**src/rtl/cke_pwr_pkg.sv**
```systemverilog
package cke_pwr_pkg;

  typedef enum logic [2:0] {
    CMD_NOP   = 3'd0,
    CMD_DESEL = 3'd1,
    CMD_REF   = 3'd2,
    CMD_READ  = 3'd3,
    CMD_WRITE = 3'd4,
    CMD_ACT   = 3'd5,
    CMD_PRE   = 3'd6,
    CMD_MRS   = 3'd7
  } cmd_e;

  typedef enum logic [1:0] {
    PS_AWAKE   = 2'd0,
    PS_ACT_PD  = 2'd1,
    PS_PRE_PD  = 2'd2,
    PS_SELF_RF = 2'd3
  } pwr_e;

  // strobes from control to datapath
  typedef struct packed {
    logic goLow;     // drop clock enable this edge
    logic goHigh;    // raise clock enable this edge
    logic issueRef;  // entry edge carries REFRESH (self refresh)
    logic srExit;    // wake from self refresh: start exit windows
    logic flagErr;   // illegal request sampled this edge
  } strobe_t;

endpackage

```
**src/rtl/cke_pwr_ctrl.sv**
```systemverilog
module cke_pwr_ctrl
  import cke_pwr_pkg::*;
(
  input  logic    clk,
  input  logic    rstN,
  input  logic    reqPd,
  input  logic    reqSr,
  input  logic    reqWake,
  input  logic    bankOpen,
  input  logic    opBusy,
  input  logic    calActive,
  input  logic    holdOk,
  input  logic    nonReadWin,
  input  logic    deadlineHit,
  output pwr_e    state,
  output strobe_t strb
);

  pwr_e stateNext;
  logic illegal;
  logic entryReq;
  logic entryClear;
  logic wakeNow;

  assign entryReq   = reqPd | reqSr;
  assign entryClear = holdOk & ~opBusy & ~calActive & ~nonReadWin;

  always_comb begin
    stateNext = state;
    strb      = '0;
    illegal   = 1'b0;
    wakeNow   = 1'b0;
    unique case (state)
      PS_AWAKE: begin
        if ((reqPd && reqSr) || reqWake || (reqSr && bankOpen)) begin
          illegal = 1'b1;
        end else if (entryReq && entryClear) begin
          strb.goLow = 1'b1;
          if (reqSr) begin
            strb.issueRef = 1'b1;
            stateNext     = PS_SELF_RF;
          end else begin
            stateNext = bankOpen ? PS_ACT_PD : PS_PRE_PD;
          end
        end
      end
      PS_ACT_PD, PS_PRE_PD, PS_SELF_RF: begin
        wakeNow = reqWake || (deadlineHit && (state != PS_SELF_RF));
        if (entryReq) begin
          illegal = 1'b1;
        end else if (wakeNow && holdOk) begin
          strb.goHigh = 1'b1;
          strb.srExit = (state == PS_SELF_RF);
          stateNext   = PS_AWAKE;
        end
      end
      default: stateNext = PS_AWAKE;
    endcase
    strb.flagErr = illegal;
  end

  always_ff @(posedge clk or negedge rstN) begin
    if (!rstN) state <= PS_AWAKE;
    else       state <= stateNext;
  end

endmodule

```
**src/rtl/cke_pwr_dp.sv**
```systemverilog
module cke_pwr_dp
  import cke_pwr_pkg::*;
#(
  parameter int unsigned CKE_HOLD      = 3,
  parameter int unsigned EXIT_NONREAD  = 10,
  parameter int unsigned EXIT_READ     = 200,
  parameter int unsigned PD_LIMIT      = 64,
  parameter bit          LP_IDLE_DESEL = 1'b1
) (
  input  logic       clk,
  input  logic       rstN,
  input  strobe_t    strb,
  input  pwr_e       state,
  input  logic [2:0] cmdIn,
  output logic       holdOk,
  output logic       nonReadWin,
  output logic       deadlineHit,
  output logic       cke,
  output logic [2:0] cmdOut,
  output logic       ready,
  output logic       readOk,
  output logic       errPulse
);

  localparam int unsigned HOLD_W = $clog2(CKE_HOLD + 1);
  localparam int unsigned NR_W   = $clog2(EXIT_NONREAD + 1);
  localparam int unsigned RD_W   = $clog2(EXIT_READ + 1);
  localparam int unsigned PD_W   = $clog2(PD_LIMIT + 1);

  logic [HOLD_W-1:0] holdCnt;
  logic [NR_W-1:0]   nrCnt;
  logic [RD_W-1:0]   rdCnt;
  logic [PD_W-1:0]   pdCnt;
  cmd_e              cmdReg;
  cmd_e              cmdNext;
  cmd_e              lpIdleCmd;
  cmd_e              cmdInE;
  logic              inPd;
  logic              readHeld;

  generate
    if (LP_IDLE_DESEL) begin : g_idleDesel
      assign lpIdleCmd = CMD_DESEL;
    end else begin : g_idleNop
      assign lpIdleCmd = CMD_NOP;
    end
  endgenerate

  assign cmdInE      = cmd_e'(cmdIn);
  assign holdOk      = (holdCnt >= HOLD_W'(CKE_HOLD - 1));
  assign nonReadWin  = (nrCnt != '0);
  assign readHeld    = (rdCnt != '0);
  assign inPd        = (state == PS_ACT_PD) || (state == PS_PRE_PD);
  assign deadlineHit = (pdCnt == PD_W'(PD_LIMIT - 1));

  // command selection for the coming edge
  always_comb begin
    if (strb.goLow)                              cmdNext = strb.issueRef ? CMD_REF : CMD_NOP;
    else if (strb.goHigh)                        cmdNext = CMD_NOP;
    else if (state != PS_AWAKE)                  cmdNext = lpIdleCmd;
    else if (nonReadWin)                         cmdNext = CMD_NOP;
    else if (cmdInE == CMD_READ && readHeld)     cmdNext = CMD_NOP;
    else                                         cmdNext = cmdInE;
  end

  always_ff @(posedge clk or negedge rstN) begin
    if (!rstN) begin
      cke      <= 1'b1;
      holdCnt  <= HOLD_W'(CKE_HOLD - 1);
      cmdReg   <= CMD_NOP;
      errPulse <= 1'b0;
    end else begin
      errPulse <= strb.flagErr;
      cmdReg   <= cmdNext;
      if (strb.goLow) begin
        cke     <= 1'b0;
        holdCnt <= '0;
      end else if (strb.goHigh) begin
        cke     <= 1'b1;
        holdCnt <= '0;
      end else if (!holdOk) begin
        holdCnt <= holdCnt + HOLD_W'(1);
      end
    end
  end

  // post self-refresh exit windows
  always_ff @(posedge clk or negedge rstN) begin
    if (!rstN) begin
      nrCnt <= '0;
      rdCnt <= '0;
    end else if (strb.srExit) begin
      nrCnt <= NR_W'(EXIT_NONREAD);
      rdCnt <= RD_W'(EXIT_READ);
    end else begin
      if (nonReadWin) nrCnt <= nrCnt - NR_W'(1);
      if (readHeld)   rdCnt <= rdCnt - RD_W'(1);
    end
  end

  // refresh deadline while in power-down
  always_ff @(posedge clk or negedge rstN) begin
    if (!rstN)                     pdCnt <= '0;
    else if (strb.goLow)           pdCnt <= '0;
    else if (inPd && !deadlineHit) pdCnt <= pdCnt + PD_W'(1);
  end

  assign cmdOut = cmdReg;
  assign ready  = (state == PS_AWAKE) && !nonReadWin;
  assign readOk = (state == PS_AWAKE) && !readHeld;

endmodule

```
**src/rtl/cke_pwr_seq.sv**
```systemverilog
module cke_pwr_seq
  import cke_pwr_pkg::*;
#(
  parameter int unsigned CKE_HOLD      = 3,
  parameter int unsigned EXIT_NONREAD  = 10,
  parameter int unsigned EXIT_READ     = 200,
  parameter int unsigned PD_LIMIT      = 64,
  parameter bit          LP_IDLE_DESEL = 1'b1
) (
  input  logic       clk,
  input  logic       rstN,
  input  logic       reqPd,
  input  logic       reqSr,
  input  logic       reqWake,
  input  logic       bankOpen,
  input  logic       opBusy,
  input  logic       calActive,
  input  logic [2:0] cmdIn,
  output logic       cke,
  output logic [2:0] cmdOut,
  output logic       ready,
  output logic       readOk,
  output logic       errPulse,
  output logic [1:0] pwrState
);

  strobe_t strb;
  pwr_e    state;
  logic    holdOk;
  logic    nonReadWin;
  logic    deadlineHit;

  cke_pwr_ctrl u_ctrl (
    .clk        (clk),
    .rstN       (rstN),
    .reqPd      (reqPd),
    .reqSr      (reqSr),
    .reqWake    (reqWake),
    .bankOpen   (bankOpen),
    .opBusy     (opBusy),
    .calActive  (calActive),
    .holdOk     (holdOk),
    .nonReadWin (nonReadWin),
    .deadlineHit(deadlineHit),
    .state      (state),
    .strb       (strb)
  );

  cke_pwr_dp #(
    .CKE_HOLD     (CKE_HOLD),
    .EXIT_NONREAD (EXIT_NONREAD),
    .EXIT_READ    (EXIT_READ),
    .PD_LIMIT     (PD_LIMIT),
    .LP_IDLE_DESEL(LP_IDLE_DESEL)
  ) u_dp (
    .clk        (clk),
    .rstN       (rstN),
    .strb       (strb),
    .state      (state),
    .cmdIn      (cmdIn),
    .holdOk     (holdOk),
    .nonReadWin (nonReadWin),
    .deadlineHit(deadlineHit),
    .cke        (cke),
    .cmdOut     (cmdOut),
    .ready      (ready),
    .readOk     (readOk),
    .errPulse   (errPulse)
  );

  assign pwrState = state;

endmodule

```
**config.mk**
```make
export PLATFORM = sky130hd
export DESIGN_NAME = cke_pwr_seq
export DESIGN_NICKNAME = d
export VERILOG_FILES = /design/src/rtl/cke_pwr_pkg.sv /design/src/rtl/cke_pwr_ctrl.sv /design/src/rtl/cke_pwr_dp.sv /design/src/rtl/cke_pwr_seq.sv
export SDC_FILE = /design/constraint.sdc
export NUM_CORES = 1
export LEC_CHECK = 0
export BUFFER_PORTS_ARGS = -buffer_cell sky130_fd_sc_hd__buf_2
export CORE_MARGIN = 2
export CORE_UTILIZATION = 50
export CTS_CLUSTER_DIAMETER = 40
export DETAILED_ROUTE_END_ITERATION = 10
export HOLD_SLACK_MARGIN = 0.05
export MAX_ROUTING_LAYER = met4
export PLACE_DENSITY = 0.74
export SLEW_MARGIN = 15
export SYNTH_ARGS = -nofsm -noshare
export SYNTH_HDL_FRONTEND = slang
export SYNTH_HIERARCHICAL = 1
export SYNTH_SLANG_ARGS = --single-unit
```
**constraint.sdc**
```tcl
create_clock -name clk -period 3.59 [get_ports clk]
set_clock_uncertainty 0.05 [all_clocks]
set_input_delay 0.1795 -clock clk [delete_from_list [all_inputs] [get_ports clk]]
set_output_delay 0.1795 -clock clk [all_outputs]
set_load 0.02 [all_outputs]
```
==> results by group <==
Timing
  – Fmax: 395 MHz
  – Slew @ Worst Pin: 0.638 ns
  – Pins Over Slew Limit: 0
  – Setup TNS: 0 ns
  – Final worst path period share: 0.705
  – Worst setup margin: 1.06 ns
  – RSZ-0062 raised after global routing: false
  – Slew HR: 0.571
  – Final hold violation count: 0
  – Period minus WS final: roughly 2.5 ns
  – Final number of setup-violating endpoints: 0

Cells and area
  – Final net count: about 210
  – Share of post-route cells with drive strength above 1: 0.202
  – Sequential cell area: 703 um^2
  – Fill count: 265
  – Most common cell after layout, fill and taps aside: dfrtp_1
  – Footprint of the multi-input gates: 793 um^2
  – Most frequent cells in the layout: 26 x dfrtp_1, 19 x buf_2, 18 x inv_1
  – Diodes inserted: 0
  – Area growth syn-to-layout: 12.7%

Worst setup path
  – Crit path DAT: ~2.7 ns
  – Critical Path RT: 3.80 ns
  – Crit-path cells: inv_1 -> ha_1 -> nor3b_1 -> buf_4 -> inv_1 -> nor4b_1 -> nand2_1 -> a21o_1 -> inv_1 -> nand2_1 -> nand3b_1 -> a2bb2oi_1
  – CP max stage delay: about 0.40 ns
  – Top cell by count, worst path: inv_1
  – Nature of the critical path endpoint: flop
  – CP max stage cell: dfrtp_1
  – Crit path max fanout: 13
  – Setup CP Type: flop to flop
  – Startpoint type of the worst setup path: flop

Yosys
  – Synth warnings: 6
  – Async set or reset register ratio after synthesis: 1.00
  – Post-Synthesis Cells: about 170
  – FF+latch count, synth: 28
  – Syn nets: 182
  – Post-synth EDFFs: 0
  – Largest area contributor in the netlist: dfrtp_1
  – Main synth FF type: dfrtp_1
  – Top cell type's share of synthesized area: 0.411
  – Top post-synthesis cells by area: dfrtp_1 41%, ha_1 4.7%, inv_1 4.3%
  – Mapped Area: around 1600 um^2
  – Avg Cell Area, Syn: about 9.6 um^2
  – Seq/Total Area, Yosys: 0.444
  – Distinct cells, synth: 54

Global routing
  – Antenna violations before repair: 0
  – Vias in the first global route: about 1,300
  – Gr ovfl total: 0
  – Total GRT Usage: 0.210
  – First-pass GRT wire length: 5460 um
  – Pin count of the biggest net entering global routing: 29

Floorplanning
  – Top Ports: 20
  – Initial Util: 0.523
  – Site Rows: 20
  – Die area: 3630 um^2
  – Die width: approximately 60 um
  – Die Ht: 60.3 um
  – CORE AREA: slightly above 3000 um^2

Route
  – Routed len/inst: 14.5 um
  – Drt via density: 5.65
  – DRC: 0
  – Vias post-DR: 1,311
  – Initial drt markers: 67
  – Routed WL: 3360 um
  – ANT nets after route: 0
  – TritonRoute pass-1 iters: 4

Clocking
  – Root buf cell: clkbuf_4
  – Clock buffer count from CTS: 3
  – Post_cts resized: 0
  – CTS Hold Bufs: 1
  – Clk Latency, worst-skew pair: 0.32 ns
  – H-tree depth: 1
  – Clk sinks: 28
  – CTS max path bufs: 2
  – Post-CTS Repair Setup Buffers: 0
  – CTS tree: yes
  – Worst-path clk slew: 0.15 ns

Power
  – Pleak: 0.810 nW
  – Power Density: 735 nW/um^2
  – Peak supply drop: 335 uV
  – Overall Power: 1.31 mW

Placement
  – Number of I/O port buffers: 19
  – Final RePlAce weighted congestion: 0.877
  – DP Worst Slack: between 1 and 1.5 ns
  – HPWL after DPL: 2470 um

Min path
  – HP Class: input port to flop

Run
  – Max Cap Violations: 0

Status
  – Outcome: finished, final reports clean
[logic make-up (layout without fill, tap and decap cells)]
family / count (synthesis) / count (layout) / share of synthesized area
simple gates: 67 / 67 / 0.243
compound gates: 38 / 38 / 0.186
flops: 28 / 28 / 0.444
buf+inv: 22 / 45 / 0.0553
fa+ha+maj: 6 / 6 / 0.0474
xor+xnor: 2 / 2 / 0.0111
mux: 2 / 2 / 0.0134
[final timing paths]
| check | start | endpoint | slack (ns) | depth (start not counted) |
|---|---|---|---|---|
| max | u_dp/nrCnt[0]$_DFFE_PN0P_ | u_dp/cmdOut[1]$_DFF_PN0_ | 1.06 | 12 |
| min | cmdIn[1] | u_dp/cmdOut[1]$_DFF_PN0_ | 0.07 | 3 |
| max reg2reg | u_dp/nrCnt[0]$_DFFE_PN0P_ | u_dp/cmdOut[1]$_DFF_PN0_ | 1.06 | 12 |
| min reg2reg | u_dp/pdCnt[4]$_DFFE_PN0P_ | u_dp/pdCnt[4]$_DFFE_PN0P_ | 0.46 | 1 |
| max in group asynchronous | rstN | u_ctrl/state[0]$_DFFE_PN0P_ | 2.77 | 2 |
| min in group asynchronous | rstN | u_dp/rdCnt[1]$_DFFE_PN0P_ | 0.32 | 2 |
[metal layers]
metal / GRT usage / part of all wire / vias to the layer above
li1: - / - / 636
met4: 0.0825 / 0.011 / 0
met1: 0.259 / 0.46 / 645
met3: 0.0368 / 0.028 / 4
met2: 0.340 / 0.50 / 26
met5: - / 0 / -
[synthesized netlist by cell type (3+ instances only)]
cell type and instances:
nand2b_1 6, and2_1 3, nor3b_1 3, a21oi_1 9
nor2_1 14, inv_1 18, o21ai_0 4, or3_1 4
dfrtp_1 26, ha_1 6, nand2_1 9, nor3_1 8
o31ai_1 3
[layout make-up]
class | instances | area share
inverters | 18 | 0.0378
clock buffers | 4 | 0.0203
repair buffers | 23 | 0.0729
well taps | 44 | 0.0308
multi-input cells | 115 | 0.444
flip-flops and latches | 28 | 0.394
[registers in the layout, summed over array words and instances, names as in the netlist]
name           count
u_dp/errPulse      1
u_dp/holdCnt       2
u_dp/cmdOut        3
u_dp/cke           1
u_dp/rdCnt         8
u_ctrl/state       2
u_dp/nrCnt         4
u_dp/pdCnt         7
[report_power, final]
part / internal [mW] / total, mW / switching (mW)
clock: 0.0621 / 0.155 / 0.0929
sequential: 0.459 / 0.587 / 0.128
combinational: 0.261 / 0.570 / 0.309
[worst max-delay path, delay by kind of cell (launching register included)]
kind                       cells  cell delay [ns]
and+or+nand+nor                5             0.84
adders and majority gates      1             0.20
buffers and inverters          4             0.62
AOI/OAI and AO/OA              2             0.36
DFF                            1             0.40
[metrics by stage]
stage	instances	cell area [um^2]	hold WS (ns)	utilization
3_3_place_gp	226	1730	0.176	0.571
2_1_floorplan	165	1580	-0.166	-
6_report	232	1790	0.0675	0.590
4_1_cts	231	1780	0.0510	0.586
5_1_grt	232	1790	0.0588	0.590
3_5_place_dp	226	1730	0.179	0.571
No activity file was read; power rests on OpenSTA's default activity.
